**config.mk**
```make
export PLATFORM = sky130hd
export DESIGN_NAME = branch_target_unit
export DESIGN_NICKNAME = d
export VERILOG_FILES = /design/src/rtl/btu_pkg.sv /design/src/rtl/btu_target_calc.sv /design/src/rtl/btu_mem_fetch.sv /design/src/rtl/branch_target_unit.sv
export SDC_FILE = /design/constraint.sdc
export NUM_CORES = 1
export LEC_CHECK = 0
export BUFFER_PORTS_ARGS = -buffer_cell sky130_fd_sc_hd__buf_2
export CELL_PAD_IN_SITES_DETAIL_PLACEMENT = 0
export CELL_PAD_IN_SITES_GLOBAL_PLACEMENT = 1
export CORE_UTILIZATION = 42
export CTS_CLUSTER_SIZE = 12
export DETAILED_ROUTE_END_ITERATION = 10
export HOLD_SLACK_MARGIN = 0.02
export PLACE_DENSITY = 0.83
export SETUP_SLACK_MARGIN = 0.2
export SYNTH_ARGS = -nofsm -noshare
export SYNTH_HDL_FRONTEND = slang
export SYNTH_SLANG_ARGS = --single-unit
```
**constraint.sdc**
```tcl
create_clock -name clk -period 6.2 [get_ports clk]
set_clock_uncertainty 0.2 [all_clocks]
set_input_delay 1.24 -clock clk [delete_from_list [all_inputs] [get_ports clk]]
set_output_delay 1.24 -clock clk [all_outputs]
set_load 0.1 [all_outputs]
```
**src/rtl/btu_pkg.sv**
```systemverilog
package btu_pkg;
  localparam logic [2:0] KIND_FAR   = 3'd0;
  localparam logic [2:0] KIND_SHORT = 3'd1;
  localparam logic [2:0] KIND_NEAR  = 3'd2;
  localparam logic [2:0] KIND_REG   = 3'd3;
  localparam logic [2:0] KIND_MEM   = 3'd4;

  typedef enum logic [1:0] {
    FETCH_IDLE  = 2'd0,
    FETCH_ISSUE = 2'd1,
    FETCH_WAIT  = 2'd2
  } fetch_state_e;
endpackage

```
**src/rtl/btu_target_calc.sv**
```systemverilog
module btu_target_calc
  import btu_pkg::*;
#(
  parameter int OFS_W   = 16,
  parameter int LEN_W   = 4,
  parameter int SHORT_W = 8
) (
  input  logic [2:0]       kind,
  input  logic [OFS_W-1:0] cur_cs,
  input  logic [OFS_W-1:0] cur_ip,
  input  logic [LEN_W-1:0] instr_len,
  input  logic [OFS_W-1:0] far_cs,
  input  logic [OFS_W-1:0] far_ip,
  input  logic [OFS_W-1:0] disp,
  input  logic [OFS_W-1:0] reg_val,
  output logic [OFS_W-1:0] tgt_cs,
  output logic [OFS_W-1:0] tgt_ip,
  output logic             is_direct,
  output logic             is_mem,
  output logic             is_bad
);
  localparam int EXT_W = OFS_W - SHORT_W;

  logic [OFS_W-1:0] follow_ip;
  logic [OFS_W-1:0] short_ext;

  always_comb begin
    follow_ip = cur_ip + OFS_W'(instr_len);
    short_ext = {{EXT_W{disp[SHORT_W-1]}}, disp[SHORT_W-1:0]};
    tgt_cs    = cur_cs;
    tgt_ip    = cur_ip;
    is_direct = 1'b0;
    is_mem    = 1'b0;
    is_bad    = 1'b0;
    case (kind)
      KIND_FAR: begin
        tgt_cs    = far_cs;
        tgt_ip    = far_ip;
        is_direct = 1'b1;
      end
      KIND_SHORT: begin
        tgt_ip    = follow_ip + short_ext;
        is_direct = 1'b1;
      end
      KIND_NEAR: begin
        tgt_ip    = follow_ip + disp;
        is_direct = 1'b1;
      end
      KIND_REG: begin
        tgt_ip    = reg_val;
        is_direct = 1'b1;
      end
      KIND_MEM: is_mem = 1'b1;
      default:  is_bad = 1'b1;
    endcase
  end
endmodule

```
**src/rtl/btu_mem_fetch.sv**
```systemverilog
module btu_mem_fetch
  import btu_pkg::*;
#(
  parameter int OFS_W     = 16,
  parameter int SEG_SHIFT = 4,
  parameter int BYTE_W    = 8
) (
  input  logic                       clk,
  input  logic                       rst_n,
  input  logic                       launch,
  input  logic [OFS_W-1:0]           seg,
  input  logic [OFS_W-1:0]           off,
  output logic                       mem_req,
  output logic [OFS_W+SEG_SHIFT-1:0] mem_addr,
  input  logic                       rsp_valid,
  input  logic [BYTE_W-1:0]          rsp_data,
  output logic                       busy,
  output logic                       word_valid,
  output logic [OFS_W-1:0]           word
);
  localparam int PHYS_W  = OFS_W + SEG_SHIFT;
  localparam int N_BYTES = OFS_W / BYTE_W;
  localparam int IDX_W   = (N_BYTES > 1) ? $clog2(N_BYTES) : 1;
  localparam logic [IDX_W-1:0] LAST_IDX = IDX_W'(N_BYTES - 1);

  fetch_state_e     state_q, state_n;
  logic [IDX_W-1:0] idx_q, idx_n;
  logic [OFS_W-1:0] seg_q, off_q;
  logic [OFS_W-1:0] acc_q, acc_n;
  logic [OFS_W-1:0] byte_off;
  logic             cap_en, byte_en;

  always_comb begin
    state_n    = state_q;
    idx_n      = idx_q;
    acc_n      = acc_q;
    cap_en     = 1'b0;
    byte_en    = 1'b0;
    word_valid = 1'b0;
    case (state_q)
      FETCH_IDLE: begin
        if (launch) begin
          cap_en  = 1'b1;
          idx_n   = '0;
          acc_n   = '0;
          state_n = FETCH_ISSUE;
        end
      end
      FETCH_ISSUE: state_n = FETCH_WAIT;
      FETCH_WAIT: begin
        if (rsp_valid) begin
          byte_en = 1'b1;
          acc_n[int'(idx_q)*BYTE_W +: BYTE_W] = rsp_data;
          if (idx_q == LAST_IDX) begin
            word_valid = 1'b1;
            state_n    = FETCH_IDLE;
          end else begin
            idx_n   = idx_q + 1'b1;
            state_n = FETCH_ISSUE;
          end
        end
      end
      default: state_n = FETCH_IDLE;
    endcase
  end

  always_ff @(posedge clk or negedge rst_n) begin
    if (!rst_n) begin
      state_q <= FETCH_IDLE;
      idx_q   <= '0;
      seg_q   <= '0;
      off_q   <= '0;
      acc_q   <= '0;
    end else begin
      state_q <= state_n;
      if (cap_en || byte_en) begin
        idx_q <= idx_n;
        acc_q <= acc_n;
      end
      if (cap_en) begin
        seg_q <= seg;
        off_q <= off;
      end
    end
  end

  assign byte_off = off_q + OFS_W'(idx_q);
  assign mem_addr = {seg_q, {SEG_SHIFT{1'b0}}} + PHYS_W'(byte_off);
  assign mem_req  = (state_q == FETCH_ISSUE);
  assign busy     = (state_q != FETCH_IDLE);
  assign word     = acc_n;
endmodule

```
**src/rtl/branch_target_unit.sv**
```systemverilog
module branch_target_unit
  import btu_pkg::*;
#(
  parameter int OFS_W     = 16,
  parameter int LEN_W     = 4,
  parameter int SEG_SHIFT = 4,
  parameter int BYTE_W    = 8,
  parameter int SHORT_W   = 8
) (
  input  logic                       clk,
  input  logic                       rst_n,
  input  logic                       start,
  input  logic [2:0]                 kind,
  input  logic [OFS_W-1:0]           cur_cs,
  input  logic [OFS_W-1:0]           cur_ip,
  input  logic [LEN_W-1:0]           instr_len,
  input  logic [OFS_W-1:0]           far_cs,
  input  logic [OFS_W-1:0]           far_ip,
  input  logic [OFS_W-1:0]           disp,
  input  logic [OFS_W-1:0]           reg_val,
  input  logic [OFS_W-1:0]           data_seg,
  output logic [OFS_W-1:0]           new_cs,
  output logic [OFS_W-1:0]           new_ip,
  output logic                       done,
  output logic                       err,
  output logic                       mem_req,
  output logic [OFS_W+SEG_SHIFT-1:0] mem_addr,
  input  logic                       mem_rsp_valid,
  input  logic [BYTE_W-1:0]          mem_rsp_data
);
  logic [OFS_W-1:0] tgt_cs, tgt_ip, word;
  logic             is_direct, is_mem, is_bad;
  logic             busy, accept, launch, word_valid;
  logic [OFS_W-1:0] cs_q, cs_n, ip_q, ip_n, hold_cs_q;
  logic             done_q, done_n, err_q, err_n, out_en;

  btu_target_calc #(.OFS_W(OFS_W), .LEN_W(LEN_W), .SHORT_W(SHORT_W)) i_calc (
    .kind(kind), .cur_cs(cur_cs), .cur_ip(cur_ip), .instr_len(instr_len),
    .far_cs(far_cs), .far_ip(far_ip), .disp(disp), .reg_val(reg_val),
    .tgt_cs(tgt_cs), .tgt_ip(tgt_ip),
    .is_direct(is_direct), .is_mem(is_mem), .is_bad(is_bad)
  );

  btu_mem_fetch #(.OFS_W(OFS_W), .SEG_SHIFT(SEG_SHIFT), .BYTE_W(BYTE_W)) i_fetch (
    .clk(clk), .rst_n(rst_n), .launch(launch), .seg(data_seg), .off(reg_val),
    .mem_req(mem_req), .mem_addr(mem_addr),
    .rsp_valid(mem_rsp_valid), .rsp_data(mem_rsp_data),
    .busy(busy), .word_valid(word_valid), .word(word)
  );

  always_comb begin
    accept = start && !busy;
    launch = accept && is_mem;
    done_n = (accept && is_direct) || word_valid;
    err_n  = accept && is_bad;
    out_en = done_n;
    cs_n   = cs_q;
    ip_n   = ip_q;
    if (word_valid) begin
      cs_n = hold_cs_q;
      ip_n = word;
    end else if (accept && is_direct) begin
      cs_n = tgt_cs;
      ip_n = tgt_ip;
    end
  end

  always_ff @(posedge clk or negedge rst_n) begin
    if (!rst_n) begin
      cs_q      <= '0;
      ip_q      <= '0;
      hold_cs_q <= '0;
      done_q    <= 1'b0;
      err_q     <= 1'b0;
    end else begin
      done_q <= done_n;
      err_q  <= err_n;
      if (out_en) begin
        cs_q <= cs_n;
        ip_q <= ip_n;
      end
      if (launch) hold_cs_q <= cur_cs;
    end
  end

  assign new_cs = cs_q;
  assign new_ip = ip_q;
  assign done   = done_q;
  assign err    = err_q;
endmodule

```
## Word-level counts from Yosys, hierarchy flattened

Cells that the tools add are included.

- Add/sub/neg operators: 7
- Equality and inequality tests: 8
- Shift-type cells: 2
- Multiplexer cells: 28
- Reductions and logical operators: 17

Operators by type and width:

| kind | number |
|---|---|
| 2-to-1 mux 16 bit | 7 |
| one-hot mux 16 bit (4 select lines) | 1 |
| negator 4 -> 33 bit | 1 |
| variable shift 8 x 33 -> 16 bit, first input constant | 1 |
| variable part select 8 x 33 -> 16 bit | 1 |
| adder 16 bit | 2 |
| one-hot mux 16 bit (2 select lines) | 1 |
| adder 20 x 16 -> 20 bit | 1 |
| adder 16 x 1 -> 16 bit | 1 |
| adder 16 x 4 -> 16 bit | 1 |
| bitwise mux 16 bit | 1 |
| 2-to-1 mux 1 bit | 14 |
| == test 3 x 2 -> 1 bit, second input constant | 2 |
| one-hot mux 2 bit (3 select lines) | 1 |
| nonzero test 2 bit | 3 |
| OR reduction 5 bit | 1 |
| logical AND 1 bit | 4 |
| 2-to-1 mux 2 bit | 2 |
| AND reduction 2 bit | 2 |
| AND reduction 4 bit | 1 |
| OR reduction 4 bit | 1 |
| == test 3 x 1 -> 1 bit, second input constant | 1 |
| == test 3 bit, second input constant | 1 |
| logical NOT 3 bit | 1 |
| other kinds (9) | 10 |

- Register bits: 101
- Input bits: 131
- Output and inout port bits: 55

## Depth between registers and ports, before layout

Gate-level depths: netlist of run 1.

- Depth after elaboration: 8
- Gate-level depth with buffers: 17

## By module

From an unflattened synthesis of run 1, not the netlist that was laid out.

- Cell total of the unflattened synthesis: 770
- Area, all modules: 7040.5 µm²

Modules (own cells, without submodules):

| module | instances | cells each | area an instance (µm²) | seq. area each (µm²) |
|---|---|---|---|---|
| btu_mem_fetch | 1 | 352 | 3052.9 | 1276.2 |
| branch_target_unit | 1 | 167 | 2164.6 | 1251.2 |
| btu_target_calc | 1 | 251 | 1823.0 | 0.0 |

## Worst setup path before layout of run 1

No wires, ideal clock.

- Path type: flip-flop to output port
- Start point: register i_fetch.idx_q
- End point: output mem_addr[19]
- Arrival time: 3961 ps
- Required time: 4760 ps
- Setup slack: 799 ps
- Stages on the path, launching flop included: 14
- Buffers on the path: 0
- Cell sequence: dfrtp_1 -> ha_1 -> ha_1 -> and3_1 -> nor2b_1 -> nand2_1 -> xnor2_1 -> ha_1 -> a21oi_1 -> o21ai_1 -> or3_1 -> o211ai_1 -> a21oi_1 -> xor2_1

- Word-level cells in the longest chain between the ends: 2

RTL lines:

| item | line | source |
|---|---|---|
| start, declared | btu_mem_fetch.sv:27 | `logic [IDX_W-1:0] idx_q, idx_n;` |
| start signal, assigned | btu_mem_fetch.sv:77 | `idx_q <= idx_n;` |
| adder 16 x 1 -> 16 bit | btu_mem_fetch.sv:87 | `assign byte_off = off_q + OFS_W'(idx_q);` |
| adder 20 x 16 -> 20 bit | btu_mem_fetch.sv:88 | `assign mem_addr = {seg_q, {SEG_SHIFT{1'b0}}} + PHYS_W'(byte_off);` |
| end, declared | branch_target_unit.sv:27 | `output logic [OFS_W+SEG_SHIFT-1:0] mem_addr,` |

No other way between the ends.

## Worst setup path in the final report of run 1

- Start point: register i_fetch.idx_q
- End point: output mem_addr[18]

Same word-level chain as after synthesis.

==> flow_summary_export.csv, run 1 <==
group,metric,value,unit
timing,finalCritPeriodShare,86.9,%
synthesis,yosysSeqAreaShare,37.6,%
timing,final-setup-viol-count,0,
worst_setup_path,critPathMaxStageDelay,0.45,ns
worst_setup_path,slowest_stage,"dfrtp_1",
worst_setup_path,crit_chain,"ha_1 > ha_1 > nand3_1 > xnor2_1 > ha_1 > fa_1 > a211oi_1 > nor2_1 > o31a_1 > o21a_1 > o311ai_1 > xnor2_1 > buf_2",
timing,fin_crit,5.39,ns
power,ir_worst_vdd,0.000533,V
synthesis,syn_inst,630,
timing,slew_headroom,31.5,%
clock_network,cts_resized,0,
floorplanning,core_area,14100,um^2
placed_design,io_buffers,185,
clock_network,clockRootBuffer,"clkbuf_16",
worst_setup_path,worstSetupPathType,"reg -> out",
floorplanning,die_h,123,um
final_layout,nets,972,
worst_setup_path,r2r_end,"hold_cs_q[11]",
drt,drc_errors,0,
drt,vias_per_cell,5.56,
floorplanning,io_pins,186,
worst_setup_path,timing.rr.start,"i_fetch.state_q[1]",
synthesis,synthDistinctLibCells,63,
global_route,grt.total_usage,23.1,%
clock_network,postCtsSetupRepairBufs,0,
worst_setup_path,required,4.76,ns
min_path,hold_path_class,"reg -> reg",
drt,wl,16900,um
timing,slew_viol_final,0,
worst_setup_path,critical_path_arrival,3.95,ns
drt,drt.antenna.violating_nets,0,
final_layout,fillCellCount,1339,
worst_setup_path,worst-path-stages,13,
floorplanning,rows,43,
worst_setup_path,cp_max_fo,6,
timing,hold_violations,0,
synthesis,ys_warn_count,0,
drt,vias,5484,
synthesis,synth-edff-count,0,
synthesis,synth-seq-cells,93,
power,powerDensity,593,nW/um^2
worst_setup_path,worst-r2r-setup-slack,4.05,ns
clock_network,cts_tree,"built",
final_layout,diodes,0,
synthesis,synth-main-ff-cell,"dfrtp_1",
clock_network,h-tree-depth,3,
timing,whs,0.294,ns
timing,worstMarginPinSlew,1.02,ns
worst_setup_path,startpoint,"i_fetch.idx_q",
worst_setup_path,crit_path_end_kind,"output port",
global_route,grt_max_degree,74,
status,status,"complete, no violations",
synthesis,synth_area,6190,um^2
clock_network,clock_latency,0.35,ns
worst_setup_path,start_kind,"flop",
job,maxCapViolCount,0,
clock_network,cts_hold_buf,0,
floorplanning,initial_core_util,43.7,%
floorplanning,dieWidth,123,um
timing,tns,0,ns
synthesis,async_flop_share,100,%
final_layout,final_layout_size_suffix_gt1_share,27.1,%
worst_setup_path,cp_top_family,"adder cells",
worst_setup_path,critPathCapture,"mem_addr[18]",
global_route,antenna_found_initial,1,
placed_design,dpl.hpwl,13100,um
clock_network,clock_sinks,93,
timing,rsz0062_at_grt,"false",
global_route,grt_pass1_wl,27100,um
drt,first_pass_iters,5,
placed_design,place.gp.congestion,0.856,
worst_setup_path,rr_worst_depth,4,
drt,wl_per_cell,17.2,um
drt,drtIter0Drc,246,
floorplanning,dieArea,15200,um^2
global_route,first_global_vias,5539,
timing,max_freq,0.186,GHz
clock_network,clock_path_buffers,2,
clock_network,clk_pin_slew,0.07,ns
global_route,overflow,0,
synthesis,syn_nets,800,
clock_network,cts_made_buffers,9,
worst_setup_path,critPathBufInv,1,
synthesis,avgSynthCellArea,9.82,um^2
worst_setup_path,cp_common_cell,"ha_1",
power,leakage,3.64,nW
final_layout,syn2layout_area_growth,22.5,%
## synth_stat cells, types with 2 or more instances
| cell type | instances | area share [%] |
|---|---|---|
| mux2i_1 | 21 | 3.4 |
| a211oi_1 | 8 | 0.97 |
| mux2_1 | 47 | 8.6 |
| a21o_1 | 16 | 1.9 |
| nor2_1 | 39 | 2.4 |
| and2_1 | 3 | 0.30 |
| o21a_1 | 5 | 0.61 |
| nand4_1 | 9 | 0.91 |
| inv_2 | 2 | 0.12 |
| fa_1 | 3 | 0.97 |
| nand3b_1 | 3 | 0.36 |
| nor2b_1 | 6 | 0.61 |
| buf_1 | 2 | 0.12 |
| o21bai_1 | 5 | 0.61 |
| inv_1 | 11 | 0.67 |
| o211ai_1 | 4 | 0.49 |
| xnor2_1 | 30 | 4.2 |
| o31ai_1 | 6 | 0.73 |
| nand2b_1 | 5 | 0.51 |
| a21oi_1 | 32 | 2.6 |
| o21ai_1 | 31 | 2.5 |
| a22oi_1 | 21 | 2.5 |
| o22ai_1 | 2 | 0.20 |
| nor3_1 | 7 | 0.57 |
| clkbuf_1 | 17 | 1.0 |
| nand2_1 | 54 | 3.3 |
| dfrtp_1 | 93 | 38 |
| xor2_1 | 21 | 3.0 |
| a221oi_1 | 15 | 2.1 |
| and3_1 | 3 | 0.30 |
| buf_2 | 11 | 0.89 |
| ha_1 | 36 | 7.3 |
| o21ai_0 | 12 | 0.97 |
| nand3_1 | 21 | 1.7 |
## layer usage
layer | part of all wire (%) | track usage (%) | up-vias
met5 | 0 | 0 | -
met4 | 1.5 | 7.30 | 0
met3 | 4.9 | 3.87 | 19
met2 | 48 | 39.4 | 149
met1 | 45 | 29.6 | 2662
li1 | - | - | 2654
## cell families (layout without fill, tap and decap cells)
family / Yosys count / in the layout / synth area share [%]
XOR/XNOR: 52 / 52 / 7.48
AND/OR/NAND/NOR: 163 / 163 / 13.3
multiplexers: 68 / 68 / 12.0
buffers and inverters: 43 / 220 / 2.83
AO/OA/AOI/OAI: 172 / 172 / 18.5
adder cells (fa/ha/maj): 39 / 39 / 8.25
flip-flops: 93 / 93 / 37.6
## cells in the final DEF (no fill, tap or decap), types with 11 or more instances in the layout
| cell | netlist | layout |
|---|---|---|
| o21ai_0 | 12 | 12 |
| nand3_1 | 21 | 21 |
| inv_1 | 11 | 11 |
| a221oi_1 | 15 | 15 |
| xnor2_1 | 30 | 30 |
| a22oi_1 | 21 | 21 |
| mux2i_1 | 21 | 21 |
| ha_1 | 36 | 36 |
| nand2_1 | 54 | 54 |
| o21ai_1 | 31 | 31 |
| mux2_1 | 47 | 47 |
| xor2_1 | 21 | 21 |
| dfrtp_1 | 93 | 93 |
| a21o_1 | 16 | 16 |
| a21oi_1 | 32 | 32 |
| nor2_1 | 39 | 38 |
| buf_2 | 11 | 184 |
## worst min-delay path by stage
stage	start	end	slack [ns]	cells after the start
3_3_place_gp	new_ip[7]	new_ip[7]	0.27	1
3_5_place_dp	i_fetch.acc_q[7]	i_fetch.acc_q[7]	0.28	2
4_1_cts	i_fetch.acc_q[7]	i_fetch.acc_q[7]	0.29	2
2_1_floorplan	i_fetch.acc_q[1]	new_ip[1]	0.26	2
5_1_grt	hold_cs_q[9]	hold_cs_q[9]	0.31	1
6_report	new_ip[7]	new_ip[7]	0.29	1
## worst reg2reg max path, cell delays in order (launching register included)
cell and delay (ns):
dfrtp_1 0.44, nor2_1 0.22, nand4_1 0.36, buf_4 0.43
mux2_1 0.39
## state kept, by name, indices dropped and copies added (netlist names)
name	count
i_fetch.seg_q	16
new_cs	16
err	1
hold_cs_q	16
new_ip	16
i_fetch.idx_q	1
i_fetch.off_q	16
i_fetch.acc_q	8
i_fetch.state_q	2
done	1
## power by group
group          total [mW]  switching (mW)  internal [mW]
clock network       0.591           0.240          0.352
logic                2.90            2.30          0.602
registers           0.998           0.163          0.835
total                4.49            2.70           1.79
## cell type report
type | instances | area [um^2] | share of cell area (%)
Multi-Input combinational cell | 494 | 3690 | 48.7
Inverter | 13 | 48.8 | 0.644
Sequential cell | 93 | 2330 | 30.7
Clock buffer | 9 | 225 | 2.97
Tap cell | 180 | 225 | 2.97
Clock inverter | 7 | 88.8 | 1.17
Timing Repair Buffer | 191 | 973 | 12.9
## stage by stage
step	power [mW]	cell area, um^2	std cells	util, %	setup WS [ns]
detailed placement	3.91	7260	971	51.3	1.20
global route	4.70	7570	987	53.5	0.480
CTS	4.51	7570	987	53.5	0.777
finish	4.49	7570	987	53.5	0.812
global placement	3.88	7260	971	51.3	1.30
floorplan	3.43	6190	630	-	0.799
Note: power is estimated with default switching activity, not from simulation.
==> inputs of run 2 (changes only) <==
--- a/config.mk
+++ b/config.mk
@@ -13,6 +13,7 @@
 export DETAILED_ROUTE_END_ITERATION = 10
 export HOLD_SLACK_MARGIN = 0.02
 export PLACE_DENSITY = 0.83
+export RECOVER_POWER = 100
 export SETUP_SLACK_MARGIN = 0.2
 export SYNTH_ARGS = -nofsm -noshare
 export SYNTH_HDL_FRONTEND = slang
==> run 2 against run 1 <==
Effect of this change:
- the flow now finishes with violations (max-capacitance violations, max-slew violations)
- combinational power decreased by 2%
- setup slack lost 0.25 ns
- sequential power is essentially flat
- cell count unchanged
- die area unchanged
- worst hold slack improved by 0.0011 ns
- clock-buffer cell count is the same
- maximum frequency fell by 4.4%
- utilization is 0.70 points lower
==> flow_summary_export.csv, run 2 (same netlist as run 1, synthesis figures left out) <==
group,metric,value,unit
status,status,"finished, violations left",
status,violations,"max-capacitance violations, max-slew violations",
timing,setup_ws,0.564,ns
timing,finalCritPeriodShare,90.9,%
worst_setup_path,crit_path_end_kind,"output port",
timing,final-setup-viol-count,0,
final_layout,diodes,0,
floorplanning,rows,43,
timing,hold_violations,0,
clock_network,clk_pin_slew,0.07,ns
global_route,grt_max_degree,74,
power,ir_worst_vdd,0.000524,V
timing,slew_headroom,-97.2,%
final_layout,final_common_cell,"buf_2",
drt,vias_per_cell,5.56,
timing,slew_viol_final,124,
clock_network,clock_path_buffers,2,
floorplanning,die_h,123,um
drt,vias,5485,
power,switching_share,61.1,%
min_path,hold_path_class,"reg -> reg",
clock_network,cts_hold_buf,0,
clock_network,postCtsSetupRepairBufs,0,
clock_network,clock_sinks,93,
global_route,first_global_vias,5539,
final_layout,layout_common_cells,"buf_2, dfrtp_1, clkbuf_1",
drt,drtIter0Drc,244,
worst_setup_path,cp_common_cell,"ha_1",
timing,worstMarginPinSlew,2.94,ns
clock_network,h-tree-depth,3,
worst_setup_path,required,4.76,ns
timing,max_freq,0.177,GHz
floorplanning,dieWidth,123,um
drt,drc_errors,0,
power,power.switching,2.70,mW
placed_design,dpl.hpwl,13100,um
clock_network,clockRootBuffer,"clkbuf_16",
drt,wl,17000,um
global_route,grt_pass1_wl,27100,um
global_route,antenna_found_initial,1,
drt,wl_per_cell,17.2,um
worst_setup_path,critical_path_arrival,4.20,ns
final_layout,final_layout_size_suffix_gt1_share,19.8,%
final_layout,syn2layout_area_growth,20.9,%
timing,rsz0062_at_grt,"false",
final_layout,nets,972,
worst_setup_path,worstSetupPathType,"reg -> out",
power,p_comb_share,64.0,%
placed_design,io_buffers,185,
worst_setup_path,critPathMaxStageDelay,0.87,ns
worst_setup_path,start_kind,"flop",
power,intPower,1.72,mW
floorplanning,core_area,14100,um^2
worst_setup_path,crit_chain,"ha_1 > ha_1 > and3_1 > nor2b_1 > nand2_1 > xnor2_1 > ha_1 > a21oi_1 > o21ai_1 > or3_1 > o211ai_1 > a21boi_1 > xor2_1 > clkbuf_1",
worst_setup_path,slowest_stage,"clkbuf_1",
worst_setup_path,critPathBufInv,1,
power,clkPwrFrac,13.4,%
final_layout,layout.cells.non_filler,987,
timing,tns,0,ns
floorplanning,io_pins,186,
drt,drt.antenna.violating_nets,0,
power,seqPwrFrac,22.6,%
worst_setup_path,cp_max_fo,6,
global_route,overflow,0,
drt,first_pass_iters,5,
placed_design,post-place-ws,1.20,ns
power,leakage,3.46,nW
worst_setup_path,cp_top_family,"buffers and inverters",
global_route,grt.total_usage,23.1,%
placed_design,dp.cells,971,
placed_design,place.gp.congestion,0.856,
clock_network,cts_resized,0,
job,maxCapViolCount,3,
floorplanning,initial_core_util,43.7,%
clock_network,cts_tree,"built",
timing,fin_crit,5.64,ns
power,powerDensity,592,nW/um^2
floorplanning,dieArea,15200,um^2
clock_network,cts_made_buffers,9,
clock_network,clock_latency,0.35,ns
==> run 2: power by group through the flow <==
| stage | Sequential (mW) | Combinational (mW) | Clock (mW) |
|---|---|---|---|
| after detailed placement | 1.01 | 2.90 | 0 |
| after CTS | 0.997 | 2.91 | 0.604 |
| final | 0.999 | 2.83 | 0.591 |
| after global routing | 1.03 | 2.98 | 0.631 |
| after floorplan | 1.64 | 1.79 | 0 |
| after global placement | 0.992 | 2.88 | 0 |
==> run 2: stage by stage <==
step / hold WS, ns / instance area (um^2) / power [mW] / utilization [%]
6_report: 0.295 / 7480 / 4.42 / 52.8
5_1_grt: 0.313 / 7480 / 4.64 / 52.8
4_1_cts: 0.293 / 7570 / 4.51 / 53.5
3_5_place_dp: 0.279 / 7260 / 3.91 / 51.3
3_3_place_gp: 0.273 / 7260 / 3.88 / 51.3
2_1_floorplan: 0.255 / 6190 / 3.43 / -
==> run 2: layout make-up <==
| type | instances | area [um^2] |
|---|---|---|
| clock inverter | 7 | 88.8 |
| sequential | 93 | 2330 |
| fill | 1368 | 6670 |
| tap | 180 | 225 |
| inverter | 13 | 48.8 |
| multi-input combinational | 494 | 3670 |
| clock buffer | 9 | 225 |
| timing repair buffer | 191 | 892 |
==> run 2: path summary, 6_finish.rpt <==
| path | from | endpoint | slack (ns) | cells past startpoint |
|---|---|---|---|---|
| min in group asynchronous | rst_n | new_cs[9] | 0.89 | 1 |
| worst max register to register | i_fetch.state_q[1] | hold_cs_q[11] | 3.16 | 4 |
| worst min-delay path | new_ip[7] | new_ip[7] | 0.30 | 1 |
| max in group asynchronous | rst_n | new_ip[15] | 2.56 | 2 |
| worst max-delay path | i_fetch.idx_q | mem_addr[17] | 0.56 | 14 |
| worst min register to register | new_ip[7] | new_ip[7] | 0.30 | 1 |
==> run 2: worst reg2reg max path: cells and delay by family, from the launching register on <==
kind	cells	cell delay, ns
buf+inv	1	1.45
simple gates	2	0.42
mux	1	0.42
flops	1	0.43
==> run 2: metal layers <==
metal | share of wire [%] | track usage (%) | vias up
li1 | - | - | 2650
met1 | 45 | 29.6 | 2654
met2 | 48 | 39.4 | 158
met3 | 5.4 | 3.87 | 23
met4 | 1.6 | 7.30 | 0
met5 | 0 | 0 | -
==> inputs of run 3 (changes only) <==
--- a/config.mk
+++ b/config.mk
@@ -8,11 +8,13 @@
 export BUFFER_PORTS_ARGS = -buffer_cell sky130_fd_sc_hd__buf_2
 export CELL_PAD_IN_SITES_DETAIL_PLACEMENT = 0
 export CELL_PAD_IN_SITES_GLOBAL_PLACEMENT = 1
+export CORE_ASPECT_RATIO = 0.8
 export CORE_UTILIZATION = 42
+export CTS_CLUSTER_DIAMETER = 60
 export CTS_CLUSTER_SIZE = 12
 export DETAILED_ROUTE_END_ITERATION = 10
 export HOLD_SLACK_MARGIN = 0.02
-export PLACE_DENSITY = 0.83
+export PLACE_DENSITY_LB_ADDON = 0.1
 export RECOVER_POWER = 100
 export SETUP_SLACK_MARGIN = 0.2
 export SYNTH_ARGS = -nofsm -noshare
==> run 3 against run 2 <==
Effect of this change:
- the flow still finishes with violations (max-capacitance violations, max-slew violations)
- setup slack worse by 0.052 ns
- die area hardly changed
- maximum frequency down 0.91%
- combinational power about the same
- sequential share of layout area hardly changed
- via count shrank 0.69%
- power is 0.71% lower
- cell count rose by 0.30%
- critical path type unchanged
==> flow_summary_export.csv, run 3 (same netlist as run 1, synthesis figures left out) <==
group,metric,value,unit
status,status,"finished, violations left",
status,violations,"max-capacitance violations, max-slew violations",
clock_network,clk_pin_slew,0.07,ns
clock_network,cts_hold_buf,0,
worst_setup_path,worstSetupPathType,"reg -> out",
global_route,overflow,0,
clock_network,cts_resized,0,
placed_design,io_buffers,185,
drt,drtIter0Drc,309,
floorplanning,rows,39,
global_route,grt_max_degree,49,
floorplanning,initial_core_util,43.1,%
timing,finalCritPeriodShare,91.7,%
final_layout,fillCellCount,1368,
placed_design,dpl.hpwl,13200,um
final_layout,layout_common_cells,"buf_2, dfrtp_1, clkbuf_1",
drt,wl,16900,um
floorplanning,die_h,111,um
drt,first_pass_iters,5,
drt,highest_layer,"met4",
global_route,grt.total_usage,22.7,%
timing,final-setup-viol-count,0,
power,leakage,3.43,nW
min_path,hold_path_class,"reg -> reg",
final_layout,syn2layout_area_growth,20.9,%
timing,fin_crit,5.69,ns
drt,vias_per_cell,5.50,
clock_network,cts_tree,"built",
final_layout,final_layout_size_suffix_gt1_share,19.6,%
timing,setup_ws,0.512,ns
timing,slew_headroom,-71.6,%
drt,drt.antenna.violating_nets,0,
clock_network,clock_sinks,93,
final_layout,nets,972,
power,ir_worst_vdd,0.000746,V
power,total_power,4.39,mW
power,powerDensity,587,nW/um^2
worst_setup_path,required,4.76,ns
final_layout,diodes,0,
drt,wl_met3,1260,um
floorplanning,dieWidth,138,um
drt,drc_errors,0,
clock_network,clockRootBuffer,"clkbuf_16",
timing,tns,0,ns
placed_design,place.gp.congestion,0.902,
clock_network,postCtsSetupRepairBufs,0,
floorplanning,core_area,14300,um^2
clock_network,clock_latency,0.35,ns
drt,met1_length,8260,um
clock_network,h-tree-depth,3,
timing,max_freq,0.176,GHz
global_route,antenna_found_initial,1,
clock_network,cts_made_buffers,9,
floorplanning,dieArea,15200,um^2
timing,hold_violations,0,
clock_network,clock_path_buffers,2,
worst_setup_path,cp_max_fo,6,
drt,wl_per_cell,17.1,um
worst_setup_path,start_kind,"flop",
global_route,grt_pass1_wl,26600,um
timing,rsz0062_at_grt,"false",
worst_setup_path,crit_path_end_kind,"output port",
floorplanning,io_pins,186,
placed_design,post-place-ws,1.16,ns
timing,slew_viol_final,173,
drt,met2_wirelength,7120,um
timing,worstMarginPinSlew,2.57,ns
job,maxCapViolCount,5,
final_layout,final_common_cell,"buf_2",
global_route,first_global_vias,5134,
drt,vias,5447,
worst_setup_path,critical_path_arrival,4.25,ns
-- run 3: cell types whose count changed in the layout (fill, tap and decap cells not counted), sizes merged --
cell and change:
clkinv -2, clkbuf +2, clkinvlp +3, buf -1
inv -2, bufinv -1
-- run 3: per-stage QoR --
stage | util (%) | cell area (um^2) | hold slack, ns | instances
finish | 52.1 | 7480 | 0.284 | 990
global route | 52.1 | 7480 | 0.321 | 990
CTS | 52.7 | 7570 | 0.295 | 990
detailed placement | 50.6 | 7270 | 0.281 | 975
global placement | 50.6 | 7270 | 0.274 | 975
floorplan | - | 6190 | 0.255 | 630
-- run 3: final cells by class --
cell class | count | area (um^2) | share of cell area, %
multi-input combinational | 494 | 3690 | 49.3
sequential | 93 | 2330 | 31.1
timing repair buffer | 191 | 885 | 11.8
clock buffer | 10 | 239 | 3.20
tap | 184 | 230 | 3.08
clock inverter | 5 | 61.3 | 0.820
inverter | 13 | 48.8 | 0.653
-- run 3: power by group --
group	total, mW	switching (mW)	leakage (nW)	internal [mW]
Sequential	0.995	0.160	1.14	0.835
Combinational	2.84	2.30	2.16	0.533
Clock	0.562	0.240	0.137	0.322
Total	4.39	2.70	3.43	1.69
-- run 3: metal layers --
layer | GRT usage, % | vias to the layer above
met4 | 5.57 | 0
met5 | 0 | -
li1 | - | 2658
met2 | 32.4 | 192
met3 | 6.57 | 20
met1 | 33.4 | 2577
-- run 3: worst max-delay path, cell delays in order (launching register included) --
cell      delay, ns
dfrtp_1        0.44
ha_1           0.26
ha_1           0.25
and3_1         0.23
nor2b_1        0.20
nand2_1        0.09
xnor2_1        0.13
ha_1           0.36
a21oi_1        0.18
o21ai_1        0.09
or3_1          0.33
o211ai_1       0.23
a21boi_1       0.11
xor2_1         0.14
clkbuf_1       0.87
-- run 3: worst paths after layout --
kind                                      to  cells past startpoint  slack [ns]          startpoint
setup / recovery                mem_addr[17]                     14        0.51       i_fetch.idx_q
hold / removal                     new_ip[1]                      2        0.28    i_fetch.acc_q[1]
setup reg to reg                  new_ip[12]                      7        2.53  i_fetch.state_q[0]
hold reg to reg                    new_ip[1]                      2        0.28    i_fetch.acc_q[1]
max in group asynchronous          new_cs[8]                      2        2.05               rst_n
min in group asynchronous  i_fetch.seg_q[14]                      1        1.49               rst_n
